`src/rtl/vosr_pkg.sv`:
```
// Shared encoding constants and decode record for the byte right shifter.
// Assumes bit 31 of the word is the most significant (first) bit.
package vosr_pkg;
    localparam int REG_W = 7;
    localparam int LO_W  = 5;

    localparam logic [31:0] SHORT_WORD = 32'h1000_044C;
    localparam logic [31:0] WIDE_WORD  = 32'h1400_03D0;
    // Positions that carry register bits in each form.
    localparam logic [31:0] SHORT_REGS = 32'h03FF_F800;
    localparam logic [31:0] WIDE_REGS  = 32'h03FF_FC2F;

    typedef struct packed {
        logic             short_hit;
        logic             wide_hit;
        logic [REG_W-1:0] rd;
        logic [REG_W-1:0] ra;
        logic [REG_W-1:0] rb;
    } dec_t;
endpackage

```
`src/rtl/vosr_decode.sv`:
```
// Recognises both encodings of the byte right shift and extracts the
// register numbers. Assumes a purely combinational use; results are
// registered by the parent.
module vosr_decode
    import vosr_pkg::*;
(
    input  logic [31:0] word,
    output dec_t        dec
);
    localparam logic [31:0] SHORT_FIX = ~SHORT_REGS;
    localparam logic [31:0] WIDE_FIX  = ~WIDE_REGS;

    // Match on fixed bits and assemble register numbers for the matching form.
    always_comb begin
        dec.short_hit = (word & SHORT_FIX) == (SHORT_WORD & SHORT_FIX);
        dec.wide_hit  = (word & WIDE_FIX)  == (WIDE_WORD  & WIDE_FIX);
        if (dec.wide_hit) begin
            dec.rd = {word[3:2], word[25:21]};
            dec.ra = {word[10], word[5], word[20:16]};
            dec.rb = {word[1:0], word[15:11]};
        end else begin
            dec.rd = {{(REG_W-LO_W){1'b0}}, word[25:21]};
            dec.ra = {{(REG_W-LO_W){1'b0}}, word[20:16]};
            dec.rb = {{(REG_W-LO_W){1'b0}}, word[15:11]};
        end
    end

    // Guard the decode outcome.
    always_comb begin
        AST_ONE_FORM: assert ($onehot0({dec.short_hit, dec.wide_hit}));
        if (dec.short_hit) begin
            AST_SHORT_ZEXT: assert (dec.rd[REG_W-1:LO_W] == '0 && dec.ra[REG_W-1:LO_W] == '0
                                    && dec.rb[REG_W-1:LO_W] == '0);
        end
    end
endmodule

```
`src/rtl/vosr_shifter.sv`:
```
// Whole-vector right shift by a byte count, built as one mux per lane.
// Lane 0 is the least significant byte; zero lanes enter at the top.
module vosr_shifter #(
    parameter int LANES  = 16,
    parameter int BYTE_W = 8,
    localparam int DATA_W = LANES * BYTE_W,
    localparam int CNT_W  = $clog2(LANES)
) (
    input  logic [DATA_W-1:0] din,
    input  logic [CNT_W-1:0]  cnt,
    output logic [DATA_W-1:0] dout
);
    for (genvar j = 0; j < LANES; j++) begin : g_lane
        // Pick the source lane j+cnt, or zero past the top.
        always_comb begin
            if (j + int'(cnt) < LANES)
                dout[j*BYTE_W +: BYTE_W] = din[(j + int'(cnt))*BYTE_W +: BYTE_W];
            else
                dout[j*BYTE_W +: BYTE_W] = '0;
        end
    end

    // Guard pass-through and zero fill.
    always_comb begin
        if (cnt == '0) begin
            AST_ZERO_PASS: assert (dout == din);
        end
        AST_TOP_FILL: assert ((dout >> ((LANES - int'(cnt)) * BYTE_W)) == '0);
    end
endmodule

```
`src/rtl/vec_octet_shr.sv`:
```
// Top: decodes one instruction word, shifts operand A right by the byte
// count in operand B bits [CNT_LSB+CNT_W-1:CNT_LSB], and registers all
// outputs for one cycle. Assumes synchronous active-low reset.
module vec_octet_shr
    import vosr_pkg::*;
#(
    parameter int LANES   = 16,
    parameter int BYTE_W  = 8,
    parameter int CNT_LSB = 3,
    localparam int DATA_W = LANES * BYTE_W,
    localparam int CNT_W  = $clog2(LANES)
) (
    input  logic              clk,
    input  logic              rst_n,
    input  logic              in_valid,
    input  logic [31:0]       instr,
    input  logic [DATA_W-1:0] opnd_a,
    input  logic [DATA_W-1:0] opnd_b,
    output logic              out_valid,
    output logic              hit,
    output logic [REG_W-1:0]  rd_num,
    output logic [REG_W-1:0]  ra_num,
    output logic [REG_W-1:0]  rb_num,
    output logic [DATA_W-1:0] result
);
    dec_t              dec;
    logic [CNT_W-1:0]  cnt;
    logic [DATA_W-1:0] shifted;
    logic              unused_b;

    assign cnt      = opnd_b[CNT_LSB +: CNT_W];
    assign unused_b = ^{opnd_b[DATA_W-1:CNT_LSB+CNT_W], opnd_b[CNT_LSB-1:0]};

    vosr_decode u_dec (
        .word (instr),
        .dec  (dec)
    );

    vosr_shifter #(.LANES(LANES), .BYTE_W(BYTE_W)) u_shf (
        .din  (opnd_a),
        .cnt  (cnt),
        .dout (shifted)
    );

    // Output register: clear on reset, load on in_valid, otherwise hold.
    always_ff @(posedge clk) begin
        if (!rst_n) begin
            out_valid <= 1'b0;
            hit       <= 1'b0;
            rd_num    <= '0;
            ra_num    <= '0;
            rb_num    <= '0;
            result    <= '0;
        end else begin
            out_valid <= in_valid;
            if (in_valid) begin
                hit    <= dec.short_hit | dec.wide_hit;
                rd_num <= dec.rd;
                ra_num <= dec.ra;
                rb_num <= dec.rb;
                result <= shifted;
            end
        end
    end

    AST_VALID_LATENCY: assert property (@(posedge clk) disable iff (!rst_n)
        $past(rst_n) |-> out_valid == $past(in_valid));
    AST_HOLD_RESULT: assert property (@(posedge clk) disable iff (!rst_n)
        ($past(rst_n) && !$past(in_valid)) |-> ($stable(result) && $stable(hit)));
    AST_HOLD_REGS: assert property (@(posedge clk) disable iff (!rst_n)
        ($past(rst_n) && !$past(in_valid)) |-> ($stable(rd_num) && $stable(ra_num) && $stable(rb_num)));
endmodule

```
`config.mk`:
```
export PLATFORM = sky130hd
export DESIGN_NAME = vec_octet_shr
export DESIGN_NICKNAME = d
export VERILOG_FILES = /design/src/rtl/vosr_pkg.sv /design/src/rtl/vosr_decode.sv /design/src/rtl/vosr_shifter.sv /design/src/rtl/vec_octet_shr.sv
export SDC_FILE = /design/constraint.sdc
export NUM_CORES = 1
export LEC_CHECK = 0
export ABC_AREA = 1
export BUFFER_PORTS_ARGS = -buffer_cell sky130_fd_sc_hd__clkbuf_2
export CAP_MARGIN = 20
export CORE_AREA = 2 2 173 175
export DETAILED_ROUTE_END_ITERATION = 16
export DIE_AREA = 0 0 175 177
export GPL_TIMING_DRIVEN = 0
export MAX_ROUTING_LAYER = met4
export PLACE_DENSITY = 0.72
export SYNTH_ARGS = -nofsm -noshare
export SYNTH_HDL_FRONTEND = slang
export SYNTH_SLANG_ARGS = --single-unit
```
`constraint.sdc`:
```
create_clock -name clk -period 2 [get_ports clk]
set_clock_uncertainty 0.15 [all_clocks]
set_input_delay 0.1 -clock clk [delete_from_list [all_inputs] [get_ports clk]]
set_output_delay 0.1 -clock clk [all_outputs]
set_load 0.05 [all_outputs]
```
Yosys cells after proc, flatten, opt, wreduce, memory -nomap -nowiden
Index checks and enable logic that the tools add are counted.

Register bits: 151. Input bits: 291. Output and inout port bits: 151. Word-level logic and storage cells: 73.

Add/subtract/negate cells: 15. $lt $le $gt $ge: 16. Equal/unequal tests: 2. Shifts and indexed selects: 16. Multiplexer cells: 17. Bitwise operators: 1.

Operator list (number): $shiftx A128 B32 Y8 (15); $lt A32 B6 Y1 const B (14); $mux W8 (16); $shiftx A128 B8 Y8 (1); $add A4 B4 Y5 const A (8); $mux W21 (1); $add A3 B4 Y5 const A (4); $eq A17 B14 Y1 const B (1); $eq A11 B8 Y1 const B (1); $add A2 B4 Y5 const A (2); $add A1 B4 Y5 const A (1); $lt A4 B5 Y1 const B (1); $lt A5 B5 Y1 const B (1); $or A1 B1 Y1 (1).

Depth between registers and ports, before layout
Depth after elaboration: 3. Gate-level depth with buffers: 12. Mapped depth without buffers: 9.

Hierarchy
From an unflattened synthesis, not the netlist that was laid out.

Cells, all modules: 1788. Area, all modules: 10219.8 um^2.

Modules (own cells, without submodules): vec_octet_shr (times used 1, cells each 655, area each 5242.5 um^2, sequential area each 3022.9 um^2); vosr_shifter (times used 1, cells each 1079, area each 4693.3 um^2, sequential area each 0.0 um^2); vosr_decode (times used 1, cells each 54, area each 284.0 um^2, sequential area each 0.0 um^2).

Least setup slack after synthesis
OpenSTA, ideal clock, no wires.

Path kind: input to register. Start: in opnd_b[3]. End: reg result[15]. Setup time: 0.132 ns. Data arrival time: 1.069 ns. Required time: 1.718 ns. Setup slack: 0.649 ns. Stages on the path: 11. Path buffers: 3. Path through: buf_4 > inv_4 > buf_4 > buf_2 > nand2_1 > nand3_1 > nand3_1 > nand3_1 > nand2_1 > nand2_1 > a21oi_1.

Word-level cells in the longest chain between the ends: 3. Elaborated cells between the ends (all ways): 4. Those cells by class: add/sub (1); order compare (1); shift (1); mux (1).

Ends and longest elaborated chain: start: declaration (RTL line vec_octet_shr.sv:18) `input logic [DATA_W-1:0] opnd_b,`; $add A1 B4 Y5 (*) (RTL line vosr_shifter.sv:16, vosr_shifter.sv:17); $lt A32 B6 Y1 or $shiftx A128 B32 Y8 (tied branches) (RTL line vosr_shifter.sv:16, vosr_shifter.sv:17); $mux W8 (*) (RTL line vosr_shifter.sv:16) `if (j + int'(cnt) < LANES)`; end signal: assignment (RTL line vec_octet_shr.sv:61) `result <= shifted;`; end: declaration (RTL line vec_octet_shr.sv:24) `output logic [DATA_W-1:0] result`.

Every way passes the cells marked *; elsewhere a longest branch is shown, timed or not. A chain may end at the register's enable or synchronous reset.

Worst setup path after layout
Start: in opnd_b[6]. End: reg result[127].

Word-level cells in the longest chain between the ends: 3. Elaborated cells between the ends (all ways): 4. Those cells by class: add/sub (1); order compare (1); shift (1); mux (1).

Ends and longest elaborated chain (RTL line): $add A4 B4 Y5 (*) (vosr_shifter.sv:16, vosr_shifter.sv:17); $lt A32 B6 Y1 or $shiftx A128 B32 Y8 (tied branches) (vosr_shifter.sv:16, vosr_shifter.sv:17); $mux W8 (*) (vosr_shifter.sv:16).

Marked as above.

==> metrics.cfg <==
[run_status]
status=complete, no violations

[power]
leakagePower_nw=6.53
powerDensity_nw_per_um2=737
power_frac_seq_pct=34.1
peakVddDrop_mv=0.557
net-switching-power_mw=3.95
power.total_mw=9.52
clockPowerShare_pct=34.9
comb_power_share_pct=30.9
p_int_mw=5.58
p_sw_share_pct=41.5

[clock_network]
clock-sinks=151
insertion_delay_ns=0.44
cts_buffers=17
holdBufCountCts=35
clock_path_buffers=2
cts_setup_buffers=0
cts_tree=yes
cts.clk_slew.worst_paths_ns=0.07
htree_levels=4
cts_root_buffer=clkbuf_16
post_cts_resized=0

[global_route]
grt_pass1_wl_microns=87800
antenna_found_initial=0
overflow=0
gr-usage-all-layers_pct=40.9
grt_pass1_vias=13261
grt_max_degree=19

[synth]
synth_fp_nets=2016
yosys_register_bits=151
synthTopCellsByCount=nand2_1, nand3_1, dfxtp_1, a21oi_1, nor2_1
synth_edf_count=0
synthFlopType=dfxtp_1
syn_inst=1725
synth_cell_type_count=32
avgSynthCellArea_sq_um=5.75
synth_area_sq_um=9920
synthTopCellsByArea=dfxtp_1, nand2_1, nand3_1
synth.most_common_cell=nand2_1
yosysTopAreaCell=dfxtp_1
yosys_warnings=0
synthArstFlopShare_pct=0
synth_top_area_share_pct=30.5
seq_area_frac_synth_pct=30.5

[floorplan]
die_w_microns=175
ios=442
die_h_microns=177
core_area_sq_um=29200
start_util_pct=33.9
num_rows=63
die-area_sq_um=31000

[timing]
fmax_mhz=533
slew_viol_final=0
slew-limit-headroom_pct=49.0
worst_pin_slew_ns=0.766
finalSetupViolations=0
rsz0062_at_grt=false
hold_violations=0
finalCriticalPeriod_ns=1.88
fin_crit_sh_pct=93.8

[run]
cap_viol_max_count=0

[critical_path]
path_buf_inv=3
regToRegSetupSlack_ns=0.58
crit_required_ns=2.21
critPathArrivalTime_ns=2.09
startpoint_type=input port
crit_path_max_fanout=10
end_kind=flip-flop
cpLargestDelayFamily=buffers and inverters
crit_slowest_cell=dlygate4sd3_1
path_cells=buf_4, dlygate4sd3_1, nor2_8, inv_2, nor2_4, nand3_1, a21oi_1
crit_path_max_incr_delay_ns=0.66
worstSetupPathType=input port to flip-flop

[cells_and_area]
layout.nets=2383
drive_gt1_share_pct=20.4
area_growth_pct=30.4
fin_area_sq_um=12900
nFillCells=3224
utilization_pct=44.2
stdcell_count=2495
num_antenna_cells=0

[placement]
gp_congestion=1.11
place_area_sq_um=12000
hpwlAfterDp_microns=52000
dp.cells=2428
io_buffer_count=313

[routing]
routed_wl_microns=62300
wl_per_cell_microns=25.0
first_pass_iters=7
vias=13642
drc=0
ant_nets=0
drt-initial-drc-count=1447
via_per_inst=5.47

[hold_path]
hold_class=input port to flip-flop

## worst paths after layout
path,end,from,cells past startpoint
setup / recovery,result[127]$_SDFFE_PN0P_,opnd_b[6],7
hold reg to reg,result[81]$_SDFFE_PN0P_,result[81]$_SDFFE_PN0P_,2
setup reg to reg,rd_num[6]$_SDFFE_PN0P_,rd_num[6]$_SDFFE_PN0P_,3
hold / removal,result[6]$_SDFFE_PN0P_,opnd_a[6],4
## kinds of logic after synthesis
| kind of cell | Yosys count | share of synthesized area (%) |
|---|---|---|
| AND/OR/NAND/NOR | 1147 | 48.2 |
| flip-flops | 151 | 30.5 |
| AO/OA/AOI/OAI | 238 | 12.6 |
| buffers and inverters | 189 | 8.70 |
## flip-flops by register name (all words and copies together), names as in the netlist
signal	cells
result	128
ra_num	7
rb_num	7
rd_num	7
hit	1
out_valid	1
## cell usage in the layout (no fill, tap or decap), types with 4 or more instances in the layout
master	instances
clkinv_8	5
inv_8	5
o211ai_1	12
nand2_1	711
o21ai_0	85
buf_4	20
inv_1	61
buf_1	10
and3_1	7
clkbuf_16	17
inv_2	6
clkbuf_2	313
dlygate4sd3_1	35
buf_2	40
nor3_1	4
nor2_1	112
nor2_4	5
a21oi_1	133
nand3_1	298
clkbuf_1	46
dfxtp_1	151
## cell type report
cell class              instances  area [sq um]  area share (%)
clock buffers                  17           425            3.29
inverters                      70           269            2.08
flip-flops and latches        151          3020            23.4
repair buffers                348          1920            14.8
multi-input cells            1385          6030            46.7
plain buffers                 119           594            4.60
well taps                     390           488            3.77
clock inverters                15           180            1.39
## through the flow
step | setup slack, ns | hold slack (ns) | setup TNS (ns)
after detailed placement | -0.100 | 0.177 | -1.00
final | 0.124 | 0.00329 | 0
after floorplan | 0.649 | 0.0849 | 0
after global placement | -0.123 | 0.181 | -1.10
after CTS | 0.201 | 0.00283 | 0
after global routing | 0.0676 | 0.0377 | 0
## routing by layer
layer | GRT usage [%] | wire length (microns)
met5 | - | 0
met4 | 28.3 | 4980
met2 | 64.9 | 27800
met1 | 48.7 | 24700
met3 | 4.81 | 4780
## worst min-delay path, stage by stage
cell,delay [ns]
clkbuf_2,0.09
o211ai_1,0.14
and3_1,0.15
a21oi_1,0.06
## power groups by stage
| stage | clock network (mW) | logic [mW] | registers (mW) |
|---|---|---|---|
| 2_1_floorplan | 0 | 1.14 | 3.83 |
| 3_3_place_gp | 0 | 2.82 | 3.31 |
| 3_5_place_dp | 0 | 2.82 | 3.32 |
| 4_1_cts | 3.33 | 2.87 | 3.25 |
| 5_1_grt | 3.46 | 3.10 | 3.26 |
| 6_report | 3.33 | 2.95 | 3.25 |
Note: power is estimated with default switching activity, not from simulation.
